[src/rtl/seq_pkg.sv]
package seq_pkg;
  localparam int OFF_W  = 6;
  localparam int LONG_W = 11;

  typedef enum logic [1:0] {ST_FIRST, ST_SECOND, ST_SKIP2} seqState_e;

  typedef struct packed {
    logic              incPc;
    logic              loadPl;
    logic              loadLong;
    logic              loadShort;
    logic              push;
    logic              pop;
    logic              setIme;
    logic [LONG_W-1:0] target;
  } seqStrobe_t;
endpackage

[src/rtl/seq_ctrl.sv]
module seq_ctrl
  import seq_pkg::*;
(
  input  logic       clk,
  input  logic       rstN,
  input  logic       opValid,
  input  logic [7:0] opByte,
  input  logic       skipReq,
  output seqStrobe_t strb
);
  seqState_e state, nextState;
  logic [2:0] hiBits;
  logic       isCall;
  logic       skipPending;
  logic       setSkip;
  logic       consumeFirst;
  logic       isTwoByte;

  // first bytes 0xE0..0xE7 and 0xF0..0xF7 start two-byte instructions
  assign isTwoByte = (opByte[7:5] == 3'b111) && !opByte[3];

  always_comb begin
    strb         = '0;
    nextState    = state;
    setSkip      = 1'b0;
    consumeFirst = 1'b0;
    if (opValid) begin
      unique case (state)
        ST_FIRST: begin
          consumeFirst = 1'b1;
          if (skipPending) begin
            strb.incPc = 1'b1;
            if (isTwoByte) nextState = ST_SKIP2;
          end else if (opByte[7:6] == 2'b10) begin
            strb.loadPl = 1'b1;
            strb.target = {5'b0, opByte[5:0]};
          end else if (opByte[7:5] == 3'b110) begin
            strb.push      = 1'b1;
            strb.loadShort = 1'b1;
            strb.target    = {6'b0, opByte[4:0]};
          end else if (isTwoByte) begin
            strb.incPc = 1'b1;
            nextState  = ST_SECOND;
          end else if (opByte == 8'h7D) begin
            strb.pop = 1'b1;
          end else if (opByte == 8'h7E) begin
            strb.pop = 1'b1;
            setSkip  = 1'b1;
          end else if (opByte == 8'h7F) begin
            strb.pop    = 1'b1;
            strb.setIme = 1'b1;
          end else begin
            strb.incPc = 1'b1;
          end
        end
        ST_SECOND: begin
          strb.loadLong = 1'b1;
          strb.push     = isCall;
          strb.target   = {hiBits, opByte};
          nextState     = ST_FIRST;
        end
        default: begin
          strb.incPc = 1'b1;
          nextState  = ST_FIRST;
        end
      endcase
    end
  end

  always_ff @(posedge clk) begin
    if (!rstN) begin
      state       <= ST_FIRST;
      hiBits      <= '0;
      isCall      <= 1'b0;
      skipPending <= 1'b0;
    end else begin
      state <= nextState;
      if (consumeFirst) begin
        hiBits <= opByte[2:0];
        isCall <= opByte[4];
      end
      skipPending <= (skipPending & ~consumeFirst) | skipReq | setSkip;
    end
  end
endmodule

[src/rtl/seq_datapath.sv]
module seq_datapath
  import seq_pkg::*;
#(
  parameter int PAGE_W      = 6,
  parameter int STACK_DEPTH = 4,
  parameter int SHORT_PAGE  = 1
) (
  input  logic              clk,
  input  logic              rstN,
  input  seqStrobe_t        strb,
  output logic [PAGE_W-1:0] pcPage,
  output logic [OFF_W-1:0]  pcOffset,
  output logic              intMasterEn,
  output logic              stackOverflow,
  output logic              stackUnderflow
);
  localparam int SP_W    = $clog2(STACK_DEPTH + 1);
  localparam int ENTRY_W = PAGE_W + OFF_W;

  logic [ENTRY_W-1:0] stackMem [STACK_DEPTH];
  logic [SP_W-1:0]    sp;
  logic [ENTRY_W-1:0] topEntry;
  logic [ENTRY_W-1:0] retAddr;
  logic               full, empty;

  assign full    = (sp == SP_W'(STACK_DEPTH));
  assign empty   = (sp == '0);
  assign retAddr = {pcPage, pcOffset + OFF_W'(1)};

  always_comb begin
    topEntry = '0;
    for (int i = 0; i < STACK_DEPTH; i++)
      if (sp == SP_W'(i + 1)) topEntry = stackMem[i];
  end

  for (genvar g = 0; g < STACK_DEPTH; g++) begin : g_entry
    always_ff @(posedge clk) begin
      if (!rstN) stackMem[g] <= '0;
      else if (strb.push && sp == SP_W'(g)) stackMem[g] <= retAddr;
    end
  end

  always_ff @(posedge clk) begin
    if (!rstN) begin
      sp             <= '0;
      pcPage         <= '0;
      pcOffset       <= '0;
      intMasterEn    <= 1'b0;
      stackOverflow  <= 1'b0;
      stackUnderflow <= 1'b0;
    end else begin
      if (strb.push) begin
        if (full) stackOverflow <= 1'b1;
        else      sp <= sp + SP_W'(1);
      end
      if (strb.pop) begin
        if (empty) stackUnderflow <= 1'b1;
        else       sp <= sp - SP_W'(1);
        {pcPage, pcOffset} <= empty ? '0 : topEntry;
      end else if (strb.loadLong) begin
        pcPage   <= PAGE_W'(strb.target[LONG_W-1:OFF_W]);
        pcOffset <= strb.target[OFF_W-1:0];
      end else if (strb.loadShort) begin
        pcPage   <= PAGE_W'(SHORT_PAGE);
        pcOffset <= strb.target[OFF_W-1:0];
      end else if (strb.loadPl) begin
        pcOffset <= strb.target[OFF_W-1:0];
      end else if (strb.incPc) begin
        pcOffset <= pcOffset + OFF_W'(1);
      end
      if (strb.setIme) intMasterEn <= 1'b1;
    end
  end
endmodule

[src/rtl/program_sequencer.sv]
module program_sequencer
  import seq_pkg::*;
#(
  parameter int PAGE_W      = 6,
  parameter int STACK_DEPTH = 4,
  parameter int SHORT_PAGE  = 1
) (
  input  logic              clk,
  input  logic              rstN,
  input  logic              opValid,
  input  logic [7:0]        opByte,
  input  logic              skipReq,
  output logic [PAGE_W-1:0] pcPage,
  output logic [5:0]        pcOffset,
  output logic              intMasterEn,
  output logic              stackOverflow,
  output logic              stackUnderflow
);
  seqStrobe_t strb;

  seq_ctrl u_ctrl (
    .clk(clk), .rstN(rstN), .opValid(opValid), .opByte(opByte),
    .skipReq(skipReq), .strb(strb)
  );

  seq_datapath #(
    .PAGE_W(PAGE_W), .STACK_DEPTH(STACK_DEPTH), .SHORT_PAGE(SHORT_PAGE)
  ) u_dp (
    .clk(clk), .rstN(rstN), .strb(strb), .pcPage(pcPage),
    .pcOffset(pcOffset), .intMasterEn(intMasterEn),
    .stackOverflow(stackOverflow), .stackUnderflow(stackUnderflow)
  );
endmodule

[config.mk]
export PLATFORM = sky130hd
export DESIGN_NAME = program_sequencer
export DESIGN_NICKNAME = d
export VERILOG_FILES = /design/src/rtl/seq_pkg.sv /design/src/rtl/seq_ctrl.sv /design/src/rtl/seq_datapath.sv /design/src/rtl/program_sequencer.sv
export SDC_FILE = /design/constraint.sdc
export NUM_CORES = 1
export LEC_CHECK = 0
export BUFFER_PORTS_ARGS = -buffer_cell sky130_fd_sc_hd__buf_4
export CAP_MARGIN = 20
export CORE_MARGIN = 2
export CORE_UTILIZATION = 65
export CTS_CLUSTER_DIAMETER = 200
export DETAILED_ROUTE_END_ITERATION = 8
export PLACE_DENSITY = 0.9
export SYNTH_ARGS = -nofsm -noshare
export SYNTH_HDL_FRONTEND = slang
export SYNTH_SLANG_ARGS = --single-unit
[constraint.sdc]
create_clock -name clk -period 4.94 [get_ports clk]
set_clock_uncertainty 0.15 [all_clocks]
set_input_delay 0.247 -clock clk [delete_from_list [all_inputs] [get_ports clk]]
set_output_delay 0.247 -clock clk [all_outputs]
set_load 0.01 [all_outputs]
# Word-level counts from Yosys, hierarchy flattened
# Memory sizes are Yosys's and may differ from the RTL's.
# Index checks and enable logic that the tools add are counted.
totals:
  reg_bits: 25
  ramBits: 48
  input_bits: 12
  word_cells: 128
  n_memories: 1
op_classes:
  n_addsub: 3
  n_eq_ne: 14
  mux: 79
  n_bitwise: 8
  reduce_logical: 13
mem_list:
  columns: ["name", "depth", "word_bits", "rd", "rd_clocked_by_memory_dff", "wr", "line", "text"]
  rows:
  - ["u_dp.stackMem", 4, 12, 4, 0, 4, "seq_datapath.sv:20", "logic [ENTRY_W-1:0] stackMem [STACK_DEPTH];"]
ops:
  columns: ["operator", "n"]
  rows:
  - ["12-bit two-way mux", 9]
  - ["6-bit two-way mux", 8]
  - ["1-bit two-way mux", 39]
  - ["8-bit by 7-bit == test with 1-bit output (second input constant)", 3]
  - ["2-bit two-way mux", 11]
  - ["11-bit case mux with 2 select lines", 1]
  - ["18-bit two-way mux", 1]
  - ["15-bit two-way mux", 1]
  - ["3-bit two-way mux", 4]
  - ["11-bit two-way mux", 1]
  - ["3-bit == test (second input constant)", 3]
  - ["6-bit by 1-bit adder with 6-bit output (second input constant)", 1]
  - ["3-bit by 2-bit == test with 1-bit output (second input constant)", 2]
  - ["3-bit by 2-bit != test with 1-bit output (second input constant)", 2]
  - ["1-bit bitwise OR", 6]
  - ["1-bit logical AND", 5]
  - ["5-bit two-way mux", 1]
  - ["5-bit nonzero test", 1]
  - ["4-bit two-way mux", 1]
  - ["1-bit case mux with 2 select lines", 2]
  - ["2-bit AND reduction", 2]
  - ["4-bit AND reduction", 1]
  - ["3-bit by 1-bit adder with 3-bit output (second input constant)", 1]
  - ["3-bit by 1-bit == test with 1-bit output (second input constant)", 1]
  - ["other kinds (10)", 10]

# Longest topological paths before layout
# Gate-level depths: netlist of run 1.
depth:
  depth_word: 15
  depth_mapped: 9
  depth_no_buf: 7

# Cells and area by module
# From an unflattened synthesis of run 1, not the netlist that was laid out.
hier_totals:
  hier_cells: 387
  hier_area_um2: 3813.7
by_module_without_submodules:
  columns: ["module", "n_inst", "cells_each", "area_each_um2", "seq_area_each_um2"]
  rows:
  - ["seq_datapath", 1, 323, 3301.9, 1801.7]
  - ["seq_ctrl", 1, 64, 511.7, 140.1]

# Worst setup path after synthesis of run 1
# OpenSTA, ideal clock, no wires.
synth_timing:
  path_kind: "reg2reg"
  startpoint: "register u_ctrl.skipPending"
  endpoint: "memory u_dp.stackMem[0][0] in the netlist's numbering, enable pin"
  arrival_ps: 2064
  path_slack_ps: 2328
  stages_incl_launch_ff: 6
  n_path_buf: 1
  synth_period_minus_slack_ps: 2612
  cell_sequence: "dfxtp_1 -> and4bb_2 -> a22oi_1 -> or2_2 -> clkbuf_1 -> o21ai_0"
synth_lines:
  columns: ["item", "line", "text"]
  rows:
  - ["start: declaration", "seq_ctrl.sv:14", "logic skipPending;"]
  - ["start signal: assignment", "seq_ctrl.sv:82", "skipPending <= (skipPending & ~consumeFirst) | skipReq | setSkip;"]
  - ["end: declaration", "seq_datapath.sv:20", null]

# Final worst setup path of run 1
layout_timing:
  startpoint: "register u_dp.sp[0]"
  endpoint: "register u_dp.pcOffset[2]"
layout_via:
  elab_chain_len: 7
layout_lines:
  columns: ["item", "line", "text"]
  rows:
  - ["start: declaration", "seq_datapath.sv:21", "logic [SP_W-1:0] sp;"]
  - ["start signal: assignment", "seq_datapath.sv:54", "else sp <= sp + SP_W'(1);"]
  - ["start signal: assignment", "seq_datapath.sv:58", "else sp <= sp - SP_W'(1);"]
  - ["3-bit by 1-bit == test with 1-bit output", "seq_datapath.sv:33", "if (sp == SP_W'(i + 1)) topEntry = stackMem[i];"]
  - ["12-bit two-way mux (4 in series)", "seq_datapath.sv:33", null]
  - ["12-bit two-way mux *", "seq_datapath.sv:59", "{pcPage, pcOffset} <= empty ? '0 : topEntry;"]
  - ["6-bit two-way mux *", "seq_datapath.sv:56", "if (strb.pop) begin"]
  - ["end signal: assignment", "seq_datapath.sv:59", null]
  - ["end signal: assignment", "seq_datapath.sv:62", "pcOffset <= strb.target[OFF_W-1:0];"]
  - ["end signal: assignment", "seq_datapath.sv:65", "pcOffset <= strb.target[OFF_W-1:0];"]
  - ["end: declaration", "seq_datapath.sv:12", "output logic [OFF_W-1:0] pcOffset,"]
# Mark *: on every way between the ends. The rest lies on a longest branch, timed or not.
# A chain may end at the register's enable or synchronous reset.

==> impl_metrics.prom, run 1 <==
# TYPE chip_impl_metric gauge
chip_impl_metric{name="die_footprint",unit="sq um"} 6310
chip_impl_metric{name="core",unit="sq um"} 5510
chip_impl_metric{name="htree_num_levels",unit=""} 3
chip_impl_metric{name="cts-resized-gates",unit=""} 0
chip_impl_metric{name="fin_util",unit="%"} 73.9
chip_impl_info{name="rsz0062_at_grt",value="no"} 1
chip_impl_metric{name="portBuffers",unit=""} 26
chip_impl_info{name="sort_of_element_at_the_end_of_the_critical_path",value="register"} 1
chip_impl_metric{name="syn2layout_area_growth",unit="%"} 10.0
chip_impl_metric{name="drt_wl_total",unit="microns"} 9190
chip_impl_metric{name="max-clock-path-buffers",unit=""} 2
chip_impl_metric{name="power_density",unit="nW/um^2"} 301
chip_impl_metric{name="sequentialPowerShare",unit="%"} 55.8
chip_impl_metric{name="use_met1",unit="%"} 41.0
chip_impl_metric{name="globalRouteMet3Util",unit="%"} 6.33
chip_impl_metric{name="first_global_vias",unit=""} 2797
chip_impl_metric{name="boundaryPins",unit=""} 27
chip_impl_metric{name="total_negative_setup_slack",unit="ps"} 0
chip_impl_metric{name="crit_fanout",unit=""} 12
chip_impl_metric{name="power.combinational.fraction",unit="%"} 7.8
chip_impl_metric{name="globalRouteOverflowTotal",unit=""} 0
chip_impl_metric{name="slew_headroom",unit="%"} 33.6
chip_impl_metric{name="number_of_synthesized_flops_with_an_enable_pin",unit=""} 48
chip_impl_metric{name="syn-instance-count",unit=""} 364
chip_impl_metric{name="viasPerCell",unit=""} 6.49
chip_impl_info{name="mostFrequentLayoutCell",value="edfxtp_1"} 1
chip_impl_metric{name="number_of_buffers_created_by_cts",unit=""} 9
chip_impl_metric{name="setup-violations-final",unit=""} 0
chip_impl_metric{name="crit_arrival",unit="ps"} 2870
chip_impl_metric{name="total_leakage_power",unit="nW"} 1.50
chip_impl_metric{name="fp.dieH",unit="microns"} 79.4
chip_impl_info{name="postSynth.topFlopCell",value="edfxtp_1"} 1
chip_impl_metric{name="grt_pass1_wl",unit="microns"} 14600
chip_impl_info{name="criticalPathCategory",value="reg -> reg"} 1
chip_impl_info{name="tritoncts_clock_tree",value="yes"} 1
chip_impl_metric{name="clock_slew_at_the_register_clock_pins_of_the_worst_setup_and_hold_paths",unit="ps"} 80
chip_impl_info{name="outcome",value="finished, final reports clean"} 1
chip_impl_metric{name="syn_avg_cell_area",unit="sq um"} 10.2
chip_impl_info{name="cp_max_stage_cell",value="nor3b_1"} 1
chip_impl_info{name="clock-root-buffer",value="clkbuf_8"} 1
chip_impl_metric{name="grt_util_all_layers",unit="%"} 31.2
chip_impl_metric{name="p_clk_share",unit="%"} 36.4
chip_impl_metric{name="cp.required",unit="ps"} 5070
chip_impl_metric{name="vias",unit=""} 2961
chip_impl_info{name="cpLargestDelayFamily",value="simple AND/OR/NAND/NOR gates"} 1
chip_impl_metric{name="finalNetCount",unit=""} 398
chip_impl_info{name="cell_by_cell_trace_of_the_critical_path",value="inv_1 -> ha_1 -> nor3b_1 -> a221oi_1 -> or3_1 -> o211ai_1"} 1
chip_impl_metric{name="synth_cell_type_count",unit=""} 56
chip_impl_metric{name="initial_core_util",unit="%"} 67.2
chip_impl_metric{name="grt_start_max_net_pins",unit=""} 37
chip_impl_metric{name="maximum_achievable_frequency",unit="MHz"} 364
chip_impl_metric{name="detailedRoute.firstIterationViolations",unit=""} 561
chip_impl_metric{name="drtPass1Iterations",unit=""} 6
chip_impl_metric{name="timing.final.crit_period",unit="ps"} 2750
chip_impl_metric{name="layout_worst_path_cycle_share",unit="%"} 55.6
chip_impl_metric{name="switching_power_total",unit="uW"} 292
chip_impl_metric{name="postSynthRegisterBits",unit=""} 73
chip_impl_metric{name="gpl.final_weighted_congestion",unit=""} 0.992
chip_impl_metric{name="power.switching_fraction",unit="%"} 23.8
chip_impl_metric{name="wl_per_cell",unit="microns"} 20.1
chip_impl_metric{name="internal_power",unit="uW"} 934
chip_impl_info{name="gr-max-usage-layer",value="met2"} 1
chip_impl_metric{name="dpl.hpwl",unit="microns"} 6440
chip_impl_metric{name="slew_viol_final",unit=""} 0
chip_impl_metric{name="vdd.ir_drop.worst",unit="uV"} 213
chip_impl_metric{name="synth_warnings",unit=""} 0
chip_impl_metric{name="worst-slew-pin-transition",unit="ps"} 993
chip_impl_metric{name="drt_drc_violations_left",unit=""} 0
chip_impl_metric{name="mappedNetlistNets",unit=""} 383
chip_impl_metric{name="proportion_of_synthesized_flip_flops_having_asynchronous_set_or_reset",unit="%"} 0
chip_impl_metric{name="postCtsSetupBuffers",unit=""} 0
chip_impl_metric{name="gr-usage-met2",unit="%"} 51.1
chip_impl_metric{name="antenna_left",unit=""} 0
chip_impl_metric{name="clock_sinks",unit=""} 73
chip_impl_metric{name="crit_buf_inv",unit=""} 1
chip_impl_metric{name="worst_skew_pair.late_latency",unit="ps"} 340
chip_impl_info{name="critical_path.startpoint_type",value="register"} 1
chip_impl_metric{name="post_cts_hold_buffer_count",unit=""} 0
chip_impl_metric{name="antennaDiodeCount",unit=""} 0
chip_impl_metric{name="fraction_of_layout_instances_using_a_drive_strength_above_1",unit="%"} 13.8
chip_impl_info{name="type_of_the_most_critical_hold_path",value="in -> reg"} 1
chip_impl_info{name="layout_common_cells",value="edfxtp_1 (48), nand2_1 (41), nor2_1 (32)"} 1
chip_impl_metric{name="critPathMaxStageDelay",unit="ps"} 850
chip_impl_metric{name="num_rows",unit=""} 27
chip_impl_metric{name="die_w",unit="microns"} 79.4
chip_impl_metric{name="synthesis.area",unit="sq um"} 3700
chip_impl_metric{name="cap_viol_max_count",unit=""} 0
chip_impl_metric{name="antenna_found_initial",unit=""} 0
chip_impl_metric{name="report.final.hold_viol_count",unit=""} 0
chip_impl_metric{name="p_total",unit="mW"} 1.23
chip_impl_metric{name="synth.yosys.seq_area_share",unit="%"} 52.5
chip_impl_metric{name="fin_worst_hold_slack",unit="ps"} 17.1
[power by group through the flow]
| stage | Combinational [mW] | Clock (mW) | Sequential (mW) |
|---|---|---|---|
| after global placement | 0.0887 | 0 | 0.696 |
| after floorplan | 0.0536 | 0 | 0.695 |
| final | 0.0953 | 0.447 | 0.685 |
| after CTS | 0.0933 | 0.446 | 0.684 |
| after global routing | 0.102 | 0.473 | 0.686 |
| after detailed placement | 0.0919 | 0 | 0.698 |
[routing by layer]
metal / vias to the layer above / share of wire (%)
li1: 1341 / -
met1: 1401 / 39
met2: 182 / 49
met3: 37 / 9.8
met4: 0 / 2.9
met5: - / 0
[path summary, 6_finish.rpt]
| kind | startpoint | to | slack (ps) | cells past startpoint |
|---|---|---|---|---|
| min reg2reg | u_ctrl.hiBits[0] | u_dp.pcPage[2] | 340 | 2 |
| max | u_dp.sp[0] | u_dp.pcOffset[2] | 2190 | 6 |
| max reg2reg | u_dp.sp[0] | u_dp.pcOffset[2] | 2190 | 6 |
| min | opByte[7] | u_dp.pcPage[1] | 20 | 3 |
[final cells by class]
type	count	area (sq um)
sequential	73	1940
timing repair buffer	28	210
inverter	8	30.0
fill	386	1440
tap	72	90.1
multi-input combinational	259	1610
clock buffer	10	128
clock inverter	6	58.8
[cell families after synthesis]
family	share of synthesized area [%]
xor+xnor	1.18
mux	1.62
fa+ha+maj	2.37
compound gates	12.7
flops	52.5
buf+inv	3.96
simple gates	25.7
[worst reg2reg max path, delay by kind of cell, from the launching register on]
family                   cells  cell delay [ps]
AO/OA/AOI/OAI                2              310
adder cells (fa/ha/maj)      1              360
buffers and inverters        1              110
flip-flops                   1              400
AND/OR/NAND/NOR              2             1340
[state kept, by name, summed over array words and instances, names as in the netlist]
signal               cells
u_ctrl.hiBits            3
u_dp.pcPage              6
u_dp.sp                  3
u_dp.pcOffset            6
u_ctrl.skipPending       1
u_ctrl.isCall            1
u_ctrl.state             2
u_dp.stackMem           48
u_dp.intMasterEn         1
u_dp.stackOverflow       1
u_dp.stackUnderflow      1
[synth_stat cells, types with 2 or more instances]
master | number | area, sq um
edfxtp_1 | 48 | 1440
buf_4 | 6 | 45.0
inv_1 | 8 | 30.0
a221oi_1 | 11 | 96.3
nand2b_1 | 3 | 18.8
nor2_1 | 32 | 120
nor2b_1 | 13 | 81.3
dfxtp_1 | 25 | 500
ha_1 | 7 | 87.6
o211ai_1 | 3 | 22.5
or3_1 | 6 | 37.5
nor3_1 | 6 | 30.0
xor2_1 | 3 | 26.3
o21a_1 | 3 | 22.5
xnor2_1 | 2 | 17.5
nor3b_1 | 3 | 22.5
a22oi_1 | 4 | 30.0
clkbuf_1 | 14 | 52.6
nand3b_1 | 7 | 52.6
and3_1 | 3 | 18.8
a21oi_1 | 8 | 40.0
a31oi_1 | 2 | 12.5
buf_2 | 3 | 15.0
nand3_1 | 12 | 60.1
and2_1 | 31 | 194
a21boi_0 | 2 | 15.0
nand2_1 | 41 | 154
or2_2 | 2 | 12.5
mux2i_1 | 6 | 60.1
o21ai_0 | 24 | 120
[stage by stage]
stage               setup WS (ps)  instances  instance area (sq um)
floorplan                    2330        364                   3700
global placement             2370        440                   3880
detailed placement           2310        440                   3880
CTS                          2290        456                   4070
global route                 2060        456                   4070
finish                       2190        456                   4070
No activity file was read; power rests on OpenSTA's default activity.
==> run 2: changes to the inputs <==
Settings changed: ABC_AREA from default to 1, CORE_UTILIZATION 65 to 55, PLACE_DENSITY 0.9 to 0.81.
Clock period 4.94 ns to 2.5 ns, I/O delays scaled along.
==> run 2 against run 1 <==
Critical path depth is 5 higher. Synthesized area is 6.8% higher. Die area is 25% higher. Final area is 8.9% higher. Via count is 15% higher. Global-route usage is 4.7 points lower. Flip-flop and latch count stayed put. Fmax is 22% higher. First-iteration DRC count is 37% lower. Non-clock buffer count is 12 higher. Clock power is 110% higher. Final cell count is 40% higher. Critical path type unchanged. Largest cell class unchanged.
==> impl_metrics.prom, run 2 <==
# TYPE chip_impl_metric gauge
chip_impl_info{name="outcome",value="finished, final reports clean"} 1
chip_impl_info{name="mostFrequentLayoutCell",value="nand2_1"} 1
chip_impl_metric{name="syn-instance-count",unit=""} 511
chip_impl_metric{name="htree_num_levels",unit=""} 3
chip_impl_info{name="rsz0062_at_grt",value="no"} 1
chip_impl_metric{name="portBuffers",unit=""} 26
chip_impl_info{name="cp_max_stage_cell",value="dfxtp_1"} 1
chip_impl_metric{name="setup-violations-final",unit=""} 0
chip_impl_metric{name="slew_headroom",unit="%"} 63.9
chip_impl_metric{name="synth_cell_type_count",unit=""} 31
chip_impl_metric{name="crit_arrival",unit="ps"} 2380
chip_impl_metric{name="globalRouteMet3Util",unit="%"} 3.17
chip_impl_metric{name="drt_wl_total",unit="microns"} 9510
chip_impl_info{name="cpLargestDelayFamily",value="simple AND/OR/NAND/NOR gates"} 1
chip_impl_metric{name="synthesis.area",unit="sq um"} 3950
chip_impl_info{name="critical_path.startpoint_type",value="register"} 1
chip_impl_metric{name="use_met1",unit="%"} 35.5
chip_impl_metric{name="antenna_left",unit=""} 0
chip_impl_metric{name="layout_worst_path_cycle_share",unit="%"} 89.7
chip_impl_metric{name="viasPerCell",unit=""} 5.36
chip_impl_info{name="layout_common_cells",value="nand2_1 (132), nor2_1 (113), inv_1 (57)"} 1
chip_impl_metric{name="num_rows",unit=""} 30
chip_impl_info{name="synth_largest_area_cell",value="edfxtp_1"} 1
chip_impl_metric{name="report.final.hold_viol_count",unit=""} 0
chip_impl_metric{name="dpl.hpwl",unit="microns"} 6820
chip_impl_metric{name="total_negative_setup_slack",unit="ps"} 0
chip_impl_info{name="postSynth.topFlopCell",value="edfxtp_1"} 1
chip_impl_metric{name="grt_pass1_wl",unit="microns"} 15600
chip_impl_metric{name="proportion_of_synthesized_flip_flops_having_asynchronous_set_or_reset",unit="%"} 0
chip_impl_metric{name="slew_viol_final",unit=""} 0
chip_impl_metric{name="rr_worst_depth",unit=""} 11
chip_impl_metric{name="power_density",unit="nW/um^2"} 593
chip_impl_info{name="end_point_of_the_most_critical_hold_path",value="u_dp.pcPage[1]"} 1
chip_impl_metric{name="finalNetCount",unit=""} 556
chip_impl_metric{name="max-clock-path-buffers",unit=""} 2
chip_impl_metric{name="worst_skew_pair.late_latency",unit="ps"} 360
chip_impl_metric{name="die_footprint",unit="sq um"} 7880
chip_impl_metric{name="number_of_synthesized_flops_with_an_enable_pin",unit=""} 48
chip_impl_metric{name="final_area",unit="sq um"} 4430
chip_impl_metric{name="grt_util_all_layers",unit="%"} 26.6
chip_impl_metric{name="fp.dieH",unit="microns"} 88.7
chip_impl_info{name="tritoncts_clock_tree",value="yes"} 1
chip_impl_metric{name="timing.final.crit_period",unit="ps"} 2240
chip_impl_metric{name="hold-path-cell-count",unit=""} 5
chip_impl_metric{name="gr-usage-met2",unit="%"} 44.2
chip_impl_info{name="registers.top_by_ff_count",value="u_dp.stackMem"} 1
chip_impl_metric{name="die_w",unit="microns"} 88.7
chip_impl_metric{name="filler_cell_count",unit=""} 587
chip_impl_metric{name="crit_fanout",unit=""} 20
chip_impl_metric{name="clock_sinks",unit=""} 73
chip_impl_metric{name="drt_drc_violations_left",unit=""} 0
chip_impl_metric{name="initial_core_util",unit="%"} 57.5
chip_impl_metric{name="syn2layout_area_growth",unit="%"} 12.2
chip_impl_metric{name="placement.cell_area",unit="sq um"} 4170
chip_impl_info{name="hold_path_startpoint",value="opByte[7]"} 1
chip_impl_metric{name="antennaDiodeCount",unit=""} 0
chip_impl_info{name="sort_of_element_at_the_end_of_the_critical_path",value="register"} 1
chip_impl_metric{name="antenna_found_initial",unit=""} 0
chip_impl_metric{name="fraction_of_layout_instances_using_a_drive_strength_above_1",unit="%"} 12.0
chip_impl_metric{name="fraction_of_synthesized_cell_area_taken_by_the_top_area_cell_type",unit="%"} 36.5
chip_impl_metric{name="vias",unit=""} 3417
chip_impl_info{name="clock-root-buffer",value="clkbuf_8"} 1
chip_impl_metric{name="mappedNetlistNets",unit=""} 530
chip_impl_metric{name="total_leakage_power",unit="nW"} 2.00
chip_impl_metric{name="cap_viol_max_count",unit=""} 0
chip_impl_metric{name="drtPass1Iterations",unit=""} 5
chip_impl_info{name="cell_by_cell_trace_of_the_critical_path",value="inv_1 -> ha_1 -> nand2_1 -> clkinvlp_4 -> nor2_1 -> nand2_1 -> nand2_1 -> nand2_1 -> nand2_1 -> nor2_1 -> nor2_1"} 1
chip_impl_metric{name="worst-slew-pin-transition",unit="ps"} 539
chip_impl_info{name="synthMostInstantiatedCell",value="nand2_1"} 1
chip_impl_metric{name="grt_start_max_net_pins",unit=""} 31
chip_impl_metric{name="crit_buf_inv",unit=""} 2
chip_impl_metric{name="maximum_achievable_frequency",unit="MHz"} 446
chip_impl_info{name="worst_path_most_repeated_cell",value="nand2_1"} 1
chip_impl_info{name="ys_top_cells_by_area",value="edfxtp_1 (36%), dfxtp_1 (13%), nand2_1 (13%)"} 1
chip_impl_metric{name="synth_warnings",unit=""} 0
chip_impl_metric{name="boundaryPins",unit=""} 27
chip_impl_metric{name="clock_slew_at_the_register_clock_pins_of_the_worst_setup_and_hold_paths",unit="ps"} 80
chip_impl_metric{name="vdd.ir_drop.worst",unit="uV"} 403
chip_impl_metric{name="synth.yosys.seq_area_share",unit="%"} 49.2
chip_impl_metric{name="postCtsSetupBuffers",unit=""} 0
chip_impl_metric{name="cp.required",unit="ps"} 2640
chip_impl_info{name="r2r-end",value="u_dp.pcOffset[4]"} 1
chip_impl_metric{name="core",unit="sq um"} 6870
chip_impl_metric{name="gpl.final_weighted_congestion",unit=""} 0.956
chip_impl_metric{name="detailedRoute.firstIterationViolations",unit=""} 353
chip_impl_info{name="timing.rr.start",value="u_dp.sp[1]"} 1
chip_impl_metric{name="wl_per_cell",unit="microns"} 14.9
chip_impl_metric{name="postSynthRegisterBits",unit=""} 73
chip_impl_metric{name="syn_avg_cell_area",unit="sq um"} 7.73
chip_impl_metric{name="globalRouteOverflowTotal",unit=""} 0
chip_impl_metric{name="critPathMaxStageDelay",unit="ps"} 400
chip_impl_info{name="gr-max-usage-layer",value="met2"} 1
chip_impl_metric{name="reg2reg_setup_slack",unit="ps"} 260
chip_impl_metric{name="first_global_vias",unit=""} 3225
chip_impl_info{name="criticalPathCategory",value="reg -> reg"} 1
chip_impl_metric{name="number_of_buffers_created_by_cts",unit=""} 9
chip_impl_info{name="reg_top3",value="u_dp.stackMem (48), u_dp.pcOffset (6), u_dp.pcPage (6)"} 1
chip_impl_info{name="type_of_the_most_critical_hold_path",value="in -> reg"} 1
chip_impl_info{name="synth_commonest_cells",value="nand2_1 (132), nor2_1 (113), inv_1 (58), edfxtp_1 (48), nand3_1 (34)"} 1
chip_impl_metric{name="max_ffs_per_register",unit=""} 48
run 2: cell count changes after synthesis, moves of 11 or more:
cell and delta:
nor2b_1 -13, nand3_1 +22, nand2_1 +91, and2_1 -31, a221oi_1 -11, nor2_1 +81
inv_1 +50
run 2: tightest hold or removal path: stages:
cell and delay, ps:
buf_4 100, nand2_1 80, nand3_1 80, nand2_1 50, inv_1 40
run 2: report_power, final:
group | leakage [nW] | internal [mW] | switching [mW]
registers | 0.701 | 1.34 | 0.0353
logic | 1.20 | 0.110 | 0.207
clock network | 0.0974 | 0.487 | 0.452
run 2: through the flow:
| stage | hold WS (ps) | total power [mW] | std cells | util [%] | setup slack (ps) |
|---|---|---|---|---|---|
| finish | 8.26 | 2.63 | 638 | 64.5 | 258 |
| global route | 36.7 | 2.71 | 638 | 64.5 | 20.9 |
| CTS | 8.75 | 2.62 | 638 | 64.5 | 171 |
| detailed placement | 247 | 1.70 | 616 | 60.7 | 204 |
| global placement | 239 | 1.70 | 616 | 60.7 | 289 |
| floorplan | 124 | 1.60 | 511 | - | 136 |
run 2: cell families after synthesis:
family          synth area share [%]
fa+ha+maj                       2.22
compound gates                  6.18
flops                           49.2
simple gates                    31.8
xor+xnor                       0.887
buf+inv                         9.76
run 2: final cells by class:
cell class | instances | area, sq um | share of cell area [%]
Sequential cell | 73 | 1940 | 43.8
Inverter | 62 | 236 | 5.33
Clock inverter | 5 | 55.1 | 1.24
Tap cell | 96 | 120 | 2.71
Timing Repair Buffer | 40 | 315 | 7.11
Multi-Input combinational cell | 351 | 1620 | 36.6
Clock buffer | 11 | 141 | 3.19
run 2: repair_timing:
| action | CTS | global route |
|---|---|---|
| gates resized for setup | 0 | 1 |
| setup endpoints to repair | 0 | 4 |
| endpoints found under the hold margin | 6 | 0 |
| hold buffers | 6 | 0 |
run 2: worst max path at each step:
stage | from | end | slack (ps) | depth (start not counted)
detailed placement | u_dp.sp[0] | u_dp.pcOffset[4] | 200 | 11
global route | u_dp.sp[0] | u_dp.pcOffset[2] | 20 | 11
global placement | u_dp.sp[0] | u_dp.pcOffset[0] | 290 | 11
finish | u_dp.sp[1] | u_dp.pcOffset[4] | 260 | 11
floorplan | u_ctrl.state[0] | u_dp.stackMem[0][0] | 140 | 7
CTS | u_dp.sp[0] | u_dp.pcOffset[4] | 170 | 11
run 2: layer usage:
metal | wire (microns) | vias up
met2 | 4540 | 145
li1 | - | 1659
met3 | 605 | 22
met4 | 195 | 0
met5 | 0 | -
met1 | 4160 | 1591
